## src/rtl/idmac_pkg.sv

```systemverilog
`timescale 1ns/1ps
package idmac_pkg;

    // frame kind codes on the link; values are fixed by the frame format
    typedef enum logic [1:0] {
        FK_RTS  = 2'd0,
        FK_CTS  = 2'd1,
        FK_DATA = 2'd2,
        FK_ACK  = 2'd3
    } frame_kind_e;

    typedef enum logic [2:0] {
        SND_IDLE = 3'd0,
        SND_RTS  = 3'd1,
        SND_WCTS = 3'd2,
        SND_DATA = 3'd3,
        SND_WACK = 3'd4
    } snd_state_e;

    typedef enum logic {
        RCV_IDLE  = 1'b0,
        RCV_GRANT = 1'b1
    } rcv_state_e;

endpackage

```

## src/rtl/idmac_timer.sv

```systemverilog
`timescale 1ns/1ps
module idmac_timer #(
    parameter int CNT_W = 8
) (
    input  logic             clk,
    input  logic             rst_n,
    input  logic             run,
    input  logic [CNT_W-1:0] limit,
    output logic             expire
);

    localparam logic [CNT_W-1:0] ONE = CNT_W'(1);

    typedef struct packed {
        logic [CNT_W-1:0] cnt;
    } tmr_regs_t;

    tmr_regs_t tmr_d, tmr_q;

    // counter restarts whenever the owner leaves its waiting state
    always_comb begin
        tmr_d     = tmr_q;
        tmr_d.cnt = run ? (tmr_q.cnt + ONE) : '0;
    end

    assign expire = run && (limit != '0) && (tmr_q.cnt == (limit - ONE));

    always_ff @(posedge clk or negedge rst_n) begin
        if (!rst_n) begin
            tmr_q <= '0;
        end else begin
            tmr_q <= tmr_d;
        end
    end

endmodule

```

## src/rtl/idmac_sender.sv

```systemverilog
`timescale 1ns/1ps
module idmac_sender
    import idmac_pkg::*;
#(
    parameter int ID_W   = 4,
    parameter int DATA_W = 8,
    parameter int TMO_W  = 8
) (
    input  logic              clk,
    input  logic              rst_n,
    input  logic              req,
    input  logic [ID_W-1:0]   req_dst,
    input  logic [DATA_W-1:0] req_data,
    input  logic              in_valid,
    input  frame_kind_e       in_kind,
    input  logic [ID_W-1:0]   in_id,
    input  logic              slot_taken,
    input  logic [TMO_W-1:0]  limit,
    output logic              want,
    output frame_kind_e       want_kind,
    output logic [ID_W-1:0]   want_id,
    output logic [DATA_W-1:0] want_data,
    output logic              busy,
    output logic              done,
    output logic              fail
);

    typedef struct packed {
        snd_state_e        st;
        logic [ID_W-1:0]   dst;
        logic [DATA_W-1:0] dat;
        logic              done;
        logic              fail;
    } snd_regs_t;

    snd_regs_t snd_d, snd_q;

    logic waiting;
    logic wait_expired;
    logic cts_hit;
    logic ack_hit;

    assign waiting = (snd_q.st == SND_WCTS) || (snd_q.st == SND_WACK);
    assign cts_hit = in_valid && (in_kind == FK_CTS) && (in_id == snd_q.dst);
    assign ack_hit = in_valid && (in_kind == FK_ACK) && (in_id == snd_q.dst);

    idmac_timer #(
        .CNT_W(TMO_W)
    ) u_wait_tmr (
        .clk    (clk),
        .rst_n  (rst_n),
        .run    (waiting),
        .limit  (limit),
        .expire (wait_expired)
    );

    always_comb begin
        snd_d      = snd_q;
        snd_d.done = 1'b0;
        snd_d.fail = 1'b0;
        unique case (snd_q.st)
            SND_IDLE: begin
                if (req) begin
                    snd_d.dst = req_dst;
                    snd_d.dat = req_data;
                    snd_d.st  = SND_RTS;
                end
            end
            SND_RTS: begin
                if (!slot_taken) begin
                    snd_d.st = SND_WCTS;
                end
            end
            SND_WCTS: begin
                if (cts_hit) begin
                    snd_d.st = SND_DATA;
                end else if (wait_expired) begin
                    snd_d.fail = 1'b1;
                    snd_d.st   = SND_IDLE;
                end
            end
            SND_DATA: begin
                if (!slot_taken) begin
                    snd_d.st = SND_WACK;
                end
            end
            SND_WACK: begin
                if (ack_hit) begin
                    snd_d.done = 1'b1;
                    snd_d.st   = SND_IDLE;
                end else if (wait_expired) begin
                    snd_d.fail = 1'b1;
                    snd_d.st   = SND_IDLE;
                end
            end
            default: begin
                snd_d.st = SND_IDLE;
            end
        endcase
    end

    always_comb begin
        want      = (snd_q.st == SND_RTS) || (snd_q.st == SND_DATA);
        want_kind = (snd_q.st == SND_DATA) ? FK_DATA : FK_RTS;
        want_id   = snd_q.dst;
        want_data = (snd_q.st == SND_DATA) ? snd_q.dat : '0;
    end

    assign busy = (snd_q.st != SND_IDLE);
    assign done = snd_q.done;
    assign fail = snd_q.fail;

    always_ff @(posedge clk or negedge rst_n) begin
        if (!rst_n) begin
            snd_q    <= '0;
            snd_q.st <= SND_IDLE;
        end else begin
            snd_q <= snd_d;
        end
    end

    AST_DATA_AFTER_CTS: assert property (@(posedge clk) disable iff (!rst_n)
        (snd_q.st == SND_DATA) && ($past(snd_q.st) == SND_WCTS)
        |-> $past(in_valid && (in_kind == FK_CTS)));

    AST_FAIL_FROM_WAIT: assert property (@(posedge clk) disable iff (!rst_n)
        snd_q.fail |-> $past((snd_q.st == SND_WCTS) || (snd_q.st == SND_WACK)));

    AST_DONE_FAIL_EXCL: assert property (@(posedge clk) disable iff (!rst_n)
        !(snd_q.done && snd_q.fail));

endmodule

```

## src/rtl/idmac_receiver.sv

```systemverilog
`timescale 1ns/1ps
module idmac_receiver
    import idmac_pkg::*;
#(
    parameter int ID_W   = 4,
    parameter int DATA_W = 8,
    parameter int TMO_W  = 8
) (
    input  logic              clk,
    input  logic              rst_n,
    input  logic [ID_W-1:0]   self_id,
    input  logic [TMO_W-1:0]  limit,
    input  logic              in_valid,
    input  frame_kind_e       in_kind,
    input  logic [ID_W-1:0]   in_id,
    input  logic [DATA_W-1:0] in_data,
    output logic              resp_valid,
    output frame_kind_e       resp_kind,
    output logic              rx_valid,
    output logic [DATA_W-1:0] rx_data,
    output logic              pwr_reduce
);

    typedef struct packed {
        rcv_state_e        st;
        logic              rx_valid;
        logic [DATA_W-1:0] rx_data;
        logic              pwr;
    } rcv_regs_t;

    rcv_regs_t rcv_d, rcv_q;

    logic granted;
    logic grant_lapsed;
    logic id_match;
    logic rts_seen;
    logic rts_grant;
    logic data_take;

    assign granted   = (rcv_q.st == RCV_GRANT);
    assign id_match  = (in_id == self_id);
    assign rts_seen  = in_valid && (in_kind == FK_RTS);
    assign rts_grant = rts_seen && id_match && !granted;
    assign data_take = in_valid && (in_kind == FK_DATA) && id_match && granted;

    idmac_timer #(
        .CNT_W(TMO_W)
    ) u_grant_tmr (
        .clk    (clk),
        .rst_n  (rst_n),
        .run    (granted),
        .limit  (limit),
        .expire (grant_lapsed)
    );

    always_comb begin
        rcv_d          = rcv_q;
        rcv_d.rx_valid = 1'b0;
        rcv_d.pwr      = rts_seen && !id_match;
        if (rts_grant) begin
            rcv_d.st = RCV_GRANT;
        end else if (data_take) begin
            rcv_d.rx_valid = 1'b1;
            rcv_d.rx_data  = in_data;
            rcv_d.st       = RCV_IDLE;
        end else if (grant_lapsed) begin
            rcv_d.st = RCV_IDLE;
        end
    end

    // replies leave with the next register stage in the top
    assign resp_valid = rts_grant || data_take;
    assign resp_kind  = data_take ? FK_ACK : FK_CTS;

    assign rx_valid   = rcv_q.rx_valid;
    assign rx_data    = rcv_q.rx_data;
    assign pwr_reduce = rcv_q.pwr;

    always_ff @(posedge clk or negedge rst_n) begin
        if (!rst_n) begin
            rcv_q    <= '0;
            rcv_q.st <= RCV_IDLE;
        end else begin
            rcv_q <= rcv_d;
        end
    end

    AST_RX_ONLY_GRANTED: assert property (@(posedge clk) disable iff (!rst_n)
        rcv_q.rx_valid |-> $past(rcv_q.st == RCV_GRANT));

    AST_GRANT_ENTRY: assert property (@(posedge clk) disable iff (!rst_n)
        (rcv_q.st == RCV_GRANT) && ($past(rcv_q.st) == RCV_IDLE)
        |-> $past(in_valid && (in_kind == FK_RTS) && (in_id == self_id)));

endmodule

```

## src/rtl/idmac_ctrl.sv

```systemverilog
`timescale 1ns/1ps
module idmac_ctrl
    import idmac_pkg::*;
#(
    parameter int ID_W   = 4,
    parameter int DATA_W = 8,
    parameter int TMO_W  = 8
) (
    input  logic              clk,
    input  logic              rst_n,
    input  logic [ID_W-1:0]   cfg_self_id,
    input  logic [TMO_W-1:0]  cfg_timeout,
    input  logic              tx_req,
    input  logic [ID_W-1:0]   tx_dst,
    input  logic [DATA_W-1:0] tx_data,
    output logic              tx_busy,
    output logic              tx_done,
    output logic              tx_fail,
    input  logic              in_valid,
    input  logic [1:0]        in_kind,
    input  logic [ID_W-1:0]   in_id,
    input  logic [DATA_W-1:0] in_data,
    output logic              out_valid,
    output logic [1:0]        out_kind,
    output logic [ID_W-1:0]   out_id,
    output logic [DATA_W-1:0] out_data,
    output logic              rx_valid,
    output logic [DATA_W-1:0] rx_data,
    output logic              pwr_reduce
);

    typedef struct packed {
        logic              valid;
        frame_kind_e       kind;
        logic [ID_W-1:0]   id;
        logic [DATA_W-1:0] data;
    } out_regs_t;

    out_regs_t out_d, out_q;

    frame_kind_e       in_kind_e;
    logic              resp_valid;
    frame_kind_e       resp_kind;
    logic              snd_want;
    frame_kind_e       snd_kind;
    logic [ID_W-1:0]   snd_id;
    logic [DATA_W-1:0] snd_data;

    assign in_kind_e = frame_kind_e'(in_kind);

    idmac_receiver #(
        .ID_W   (ID_W),
        .DATA_W (DATA_W),
        .TMO_W  (TMO_W)
    ) u_rcv (
        .clk        (clk),
        .rst_n      (rst_n),
        .self_id    (cfg_self_id),
        .limit      (cfg_timeout),
        .in_valid   (in_valid),
        .in_kind    (in_kind_e),
        .in_id      (in_id),
        .in_data    (in_data),
        .resp_valid (resp_valid),
        .resp_kind  (resp_kind),
        .rx_valid   (rx_valid),
        .rx_data    (rx_data),
        .pwr_reduce (pwr_reduce)
    );

    idmac_sender #(
        .ID_W   (ID_W),
        .DATA_W (DATA_W),
        .TMO_W  (TMO_W)
    ) u_snd (
        .clk        (clk),
        .rst_n      (rst_n),
        .req        (tx_req),
        .req_dst    (tx_dst),
        .req_data   (tx_data),
        .in_valid   (in_valid),
        .in_kind    (in_kind_e),
        .in_id      (in_id),
        .slot_taken (resp_valid),
        .limit      (cfg_timeout),
        .want       (snd_want),
        .want_kind  (snd_kind),
        .want_id    (snd_id),
        .want_data  (snd_data),
        .busy       (tx_busy),
        .done       (tx_done),
        .fail       (tx_fail)
    );

    // single outgoing slot: receiver replies first, sender frames wait
    always_comb begin
        out_d       = '0;
        out_d.kind  = FK_RTS;
        if (resp_valid) begin
            out_d.valid = 1'b1;
            out_d.kind  = resp_kind;
            out_d.id    = cfg_self_id;
        end else if (snd_want) begin
            out_d.valid = 1'b1;
            out_d.kind  = snd_kind;
            out_d.id    = snd_id;
            out_d.data  = snd_data;
        end
    end

    always_ff @(posedge clk or negedge rst_n) begin
        if (!rst_n) begin
            out_q      <= '0;
            out_q.kind <= FK_RTS;
        end else begin
            out_q <= out_d;
        end
    end

    assign out_valid = out_q.valid;
    assign out_kind  = out_q.kind;
    assign out_id    = out_q.id;
    assign out_data  = out_q.data;

    AST_CTS_ANSWERS_RTS: assert property (@(posedge clk) disable iff (!rst_n)
        out_valid && (out_kind == FK_CTS)
        |-> $past(in_valid && (in_kind == FK_RTS) && (in_id == cfg_self_id)));

    AST_PWR_NO_GRANT: assert property (@(posedge clk) disable iff (!rst_n)
        pwr_reduce |-> !(out_valid && (out_kind == FK_CTS)));

    AST_DONE_NEEDS_ACK: assert property (@(posedge clk) disable iff (!rst_n)
        tx_done |-> $past(in_valid && (in_kind == FK_ACK)));

    AST_ACK_WITH_RX: assert property (@(posedge clk) disable iff (!rst_n)
        rx_valid |-> (out_valid && (out_kind == FK_ACK)));

endmodule

```

## config.mk

```make
export PLATFORM = sky130hd
export DESIGN_NAME = idmac_ctrl
export DESIGN_NICKNAME = d
export VERILOG_FILES = /design/src/rtl/idmac_pkg.sv /design/src/rtl/idmac_timer.sv /design/src/rtl/idmac_sender.sv /design/src/rtl/idmac_receiver.sv /design/src/rtl/idmac_ctrl.sv
export SDC_FILE = /design/constraint.sdc
export NUM_CORES = 1
export LEC_CHECK = 0
export BUFFER_PORTS_ARGS = -buffer_cell sky130_fd_sc_hd__buf_2
export CAP_MARGIN = 20
export CORE_MARGIN = 2
export CORE_UTILIZATION = 57
export DETAILED_ROUTE_END_ITERATION = 7
export PLACE_DENSITY_LB_ADDON = 0.08
export SETUP_SLACK_MARGIN = 0.3
export SLEW_MARGIN = 20
export SYNTH_ARGS = -nofsm -noshare
export SYNTH_HDL_FRONTEND = slang
export SYNTH_SLANG_ARGS = --single-unit
```

## constraint.sdc

```tcl
create_clock -name clk -period 4.2 [get_ports clk]
set_clock_uncertainty 0.15 [all_clocks]
set_input_delay 0.21 -clock clk [delete_from_list [all_inputs] [get_ports clk]]
set_output_delay 0.21 -clock clk [all_outputs]
set_load 0.01 [all_outputs]
```

==> reports/metrics.yaml, run 1 <==
final_layout:
  insertedDiodeCount: 0
  num-nets-final: 409
  final_common_cell: "buf_2"
  area_growth_pct: 28.8
  fill_cells: 372
  drive_gt1_share_pct: 29.9
  fin_cells: 438
  layout_common_cells: "69 x buf_2, 59 x dfrtp_1, 26 x dlygate4sd3_1"
floorplanning:
  num_rows: 26
  die_y_um: 75.6
  die_w_um: 75.6
  core_um2: 5010
  dieArea_um2: 5710
  io_pins: 70
  start_util_pct: 58.3
yosys:
  syn_area_um2: 2920
  avgSynthCellArea_um2: 11.1
  synth_compound_area_share_pct: 5.83
  synth_ff_type: "dfrtp_1"
  synth_top_family_by_area: "simple AND/OR/NAND/NOR gates"
  synth_edf_count: 0
  ys_async_sr_fraction_pct: 100
  syn_nets: 309
  synth.distinct_cells: 43
  synthCells: 263
  synthSimpleGateAreaFrac_pct: 18.1
  synth_mux_area_share_pct: 9.09
  synth_fa_ha_area_share_pct: 1.71
  synth-seq-cells: 59
  yosysSeqAreaShare_pct: 50.6
  yosys_warnings: 0
  synth_xor_area_share_pct: 12.6
global_routing:
  grt_pass1_wl_um: 9740
  use_met1_pct: 29.9
  grt_pass1_vias: 2183
  grtUsageTotal_pct: 23.2
  top_usage_layer: "met2"
  use_met2_pct: 36.6
  use_met3_pct: 5.95
  grt_max_degree: 35
  overflow: 0
  antenna_found_initial: 0
flow_run:
  maxCapViolCount: 0
drt:
  first_pass_iters: 4
  drtIter0Drc: 91
  postRouteAntennaNets: 0
  wl_um: 6000
  viasPerCell: 5.10
  post-route-drc-count: 0
  wl_per_cell_um: 13.7
  vias: 2233
place:
  dpl.hpwl_um: 4190
  dp.cells: 396
  gp_congestion: 0.832
  portBuffers: 69
cts:
  cts_tree: "built"
  clk_path_buf_depth: 2
  clk_pin_slew_ns: 0.06
  cts_buffers: 9
  htreeDepth: 3
  cts_setup_buffers: 0
  clkSinkCount: 59
  cts-root-buf: "clkbuf_8"
  clkLatencyLatePin_ns: 0.33
setup_path:
  cp_slowest_cell: "nor2_1"
  critPathKind: "reg2reg"
  max_stage_delay_ns: 0.74
  cp-start-kind: "flip-flop"
  crit_fanout: 12
  path_cells: "or3_1 > nor2_1 > mux2_2"
  required_ns: 4.27
  critPathArrivalTime_ns: 2.37
  end_kind: "flip-flop"
sta:
  finalSetupViolCount: 0
  slew_viol_final: 0
  fin_crit_ns: 2.31
  relSlewSlack_pct: 35.0
  fmax_mhz: 433
  hold_viol: 0
  rsz0062_at_grt: "false"
  tns_ns: 0
  fin_crit_sh_pct: 55.0
  tightest_slew_ns: 0.972
worst_hold_path:
  hold_class: "in2reg"
pwr:
  max-vdd-ir-drop_uv: 357
  p_leak_nw: 1.86
  powerDensity_nw_per_um2: 453
run_status:
  outcome: "finished clean"
-- metal layers --
metal,wire [µm],vias to the layer above
met4,91,0
li1,-,1106
met3,268,10
met5,0,-
met1,2700,1065
met2,2940,52
-- layout make-up --
class,count,area [µm²],share of cell area [%]
Clock buffer,14,163,4.32
Clock inverter,2,10.0,0.266
Inverter,6,22.5,0.599
Multi-Input combinational cell,190,1380,36.7
Sequential cell,59,1480,39.3
Tap cell,70,87.6,2.33
Timing Repair Buffer,97,621,16.5
-- final timing paths --
kind	start	end	slack [ns]	cells past startpoint
setup / recovery	u_snd.snd_q[15]	u_snd.want_id[3]	1.89	3
hold / removal	in_kind[0]	u_snd.done	0.02	3
setup reg to reg	u_snd.snd_q[15]	u_snd.want_id[3]	1.89	3
hold reg to reg	u_snd.snd_q[2]	out_data[0]	0.33	1
max in group asynchronous	rst_n	u_snd.u_wait_tmr.tmr_q[5]	2.81	3
min in group asynchronous	rst_n	u_rcv.rx_data[3]	0.25	2
-- cell usage after synthesis (all sizes together), types with 5 or more instances --
cell,instances,share of area [%]
nor3,6,1.0
inv,6,0.77
clkbuf,6,0.77
mux2,20,7.7
and2,15,3.2
nand4,5,1.1
xor2,20,6.0
nor2,19,2.5
nand3,14,2.4
and3,6,1.3
o21ai,5,0.86
xnor2,22,6.6
nand2,12,1.5
dfrtp,59,51
nand2b,6,1.3
-- cells by family (layout without fill, tap and decap cells) --
logic type                 count (synthesis)  count (layout)
buffers and inverters                     14             119
muxes                                     24              24
xor gates and xnor gates                  42              42
adders and majority gates                  4               4
AOI/OAI and AO/OA                         24              24
DFF                                       59              59
and+or+nand+nor                           96              96
-- timing repair --
item	4_1_cts	5_1_grt
endpoints found under the hold margin	50	0
gates resized for setup	0	0
hold buffers	26	0
-- metrics by stage --
step	area [µm²]	hold slack, ns	utilization, %	power (W)	setup WS, ns
floorplan	2920	-0.236	-	0.00109	2.21
global placement	3330	0.0788	66.4	0.00123	1.93
detailed placement	3330	0.0808	66.4	0.00125	1.86
CTS	3760	0.00762	75.1	0.00172	1.89
global route	3760	0.0479	75.1	0.00182	1.76
finish	3760	0.0229	75.1	0.00170	1.89
-- flip-flops by register name (all words and copies together) (netlist names) --
signal                   flops
out_valid                    1
u_rcv.u_grant_tmr.tmr_q      8
u_rcv.granted                1
out_id                       4
u_snd.want_id                4
out_kind                     2
u_rcv.rx_data                8
u_snd.u_wait_tmr.tmr_q       8
u_snd.snd_q                 11
out_data                     8
u_rcv.rx_valid               1
u_snd.fail                   1
u_snd.done                   1
u_rcv.pwr_reduce             1
-- critical path: cells and delay by family, from the launching register on --
kind          cells  cell delay (ns)
mux               1             0.42
simple gates      2             1.15
flops             1             0.46
-- power breakdown --
part / internal [W] / switching (W) / total (W) / leakage, nW
logic: 0.000232 / 0.000229 / 0.000461 / 0.983
clock network: 0.000245 / 0.000205 / 0.000450 / 0.0905
registers: 0.000697 / 0.0000954 / 0.000793 / 0.785
No activity file was read; power rests on OpenSTA's default activity.
==> inputs of run 2 (changes only) <==
Settings changed: CORE_UTILIZATION 57 to 53.
Clock period 4.2 ns to 2.4 ns, I/O delays scaled along.
==> run 2 against run 1 <==
Against the previous run:
- power rose by 87%
- via count rose by 1.8%
- highest routed layer unchanged
- critical path type is now in2reg
- wire length rose by 4.0%
- largest power group unchanged
- global-route usage fell by 0.75 points
==> reports/metrics.yaml, run 2 (synthesized netlist as in run 1, its figures left out) <==
run_status:
  outcome: "finished clean"
floorplanning:
  die_w_um: 78.2
  num_rows: 27
  io_pins: 70
  dieArea_um2: 6120
  start_util_pct: 54.0
  core_um2: 5410
  die_y_um: 78.2
drt:
  wl_um: 6250
  vias: 2273
  drtIter0Drc: 111
  viasPerCell: 5.13
  post-route-drc-count: 0
  first_pass_iters: 4
  postRouteAntennaNets: 0
  wl_per_cell_um: 14.1
sta:
  rsz0062_at_grt: "true"
  finalSetupViolCount: 0
  tns_ns: 0
  hold_viol: 0
  tightest_slew_ns: 0.709
  fin_crit_ns: 1.96
  relSlewSlack_pct: 52.8
  fmax_mhz: 511
  fin_crit_sh_pct: 81.5
  slew_viol_final: 0
cts:
  clkSinkCount: 59
  cts_tree: "built"
  cts_setup_buffers: 0
  clk_pin_slew_ns: 0.06
  htreeDepth: 3
  clk_path_buf_depth: 2
  cts_buffers: 9
  clkLatencyLatePin_ns: 0.34
  cts-root-buf: "clkbuf_8"
flow_run:
  maxCapViolCount: 0
global_routing:
  grt_pass1_wl_um: 10500
  overflow: 0
  grt_pass1_vias: 2340
  antenna_found_initial: 0
  use_met1_pct: 26.3
  use_met3_pct: 7.82
  grtUsageTotal_pct: 22.5
  use_met2_pct: 36.7
  top_usage_layer: "met2"
  grt_max_degree: 60
place:
  dpl-instance-area_um2: 3340
  dp.cells: 399
  portBuffers: 69
  dpl.hpwl_um: 4250
  gp_congestion: 0.825
pwr:
  p_leak_nw: 1.90
  powerDensity_nw_per_um2: 826
  max-vdd-ir-drop_uv: 592
setup_path:
  critPathKind: "in2reg"
  crit_fanout: 9
  cp-start-kind: "primary input"
  critPathArrivalTime_ns: 2.03
  required_ns: 2.47
  end_kind: "flip-flop"
final_layout:
  regMostFlops: "u_snd.snd_q"
  layout_common_cells: "69 x buf_2, 59 x dfrtp_1, 29 x dlygate4sd3_1"
  num-nets-final: 413
  final_common_cell: "buf_2"
  insertedDiodeCount: 0
  fill_cells: 432
  area_growth_pct: 32.1
  drive_gt1_share_pct: 31.0
  fin_cells: 443
  largest_reg_flops: 11
  final_cell_area_um2: 3860
worst_hold_path:
  hold_class: "in2reg"
[run 2: repair_timing]
item	CTS	global route
endpoints found under the hold margin	87	0
hold buffers	29	0
gates resized for setup	0	4
setup endpoints to repair	0	12
[run 2: layout make-up]
class                   count  area, µm²  area share [%]
clock buffers              10        138            3.57
clock inverters             5       77.6            2.01
inverters                   6       22.5           0.584
multi-input cells         190       1400            36.2
flip-flops and latches     59       1480            38.3
well taps                  72       90.1            2.34
repair buffers            101        658            17.1
[run 2: report_power, final]
group          leakage [nW]  total, W  switching [W]  internal [W]
sequential            0.785   0.00139       0.000166       0.00122
clock                 0.108  0.000978       0.000375      0.000602
combinational          1.00  0.000824       0.000407      0.000417
[run 2: critical path, stage by stage]
cell and delay (ns):
dlygate4sd3_1 0.55, buf_2 0.15, xnor2_1 0.19, and4_1 0.25, nand2b_1 0.13, nor2_4 0.27
mux2_2 0.37
[run 2: worst paths after layout]
path,slack (ns),startpoint,cells after the start,to
min,0.12,in_valid,4,u_snd.done
max reg2reg,0.45,u_snd.snd_q[15],5,u_snd.fail
min reg2reg,0.32,u_snd.snd_q[2],1,out_data[0]
max in group asynchronous,1.33,rst_n,3,u_snd.snd_q[6]
min in group asynchronous,0.30,rst_n,3,u_rcv.rx_data[2]
max,0.44,cfg_self_id[1],7,u_rcv.rx_data[0]
[run 2: stage by stage]
stage | util (%) | power [W] | hold slack (ns) | setup WS [ns]
6_report | 71.4 | 0.00319 | 0.119 | 0.445
3_5_place_dp | 61.8 | 0.00219 | 0.155 | 0.123
3_3_place_gp | 61.8 | 0.00217 | 0.156 | 0.247
4_1_cts | 71.1 | 0.00321 | 0.111 | 0.365
5_1_grt | 71.4 | 0.00339 | 0.135 | 0.300
2_1_floorplan | - | 0.00191 | -0.326 | 0.423
[run 2: metal layers]
layer  wire length, µm  vias up
met5                 0        -
met4               193        0
met1              2650     1075
met3               374       18
li1                  -     1116
met2              3030       64
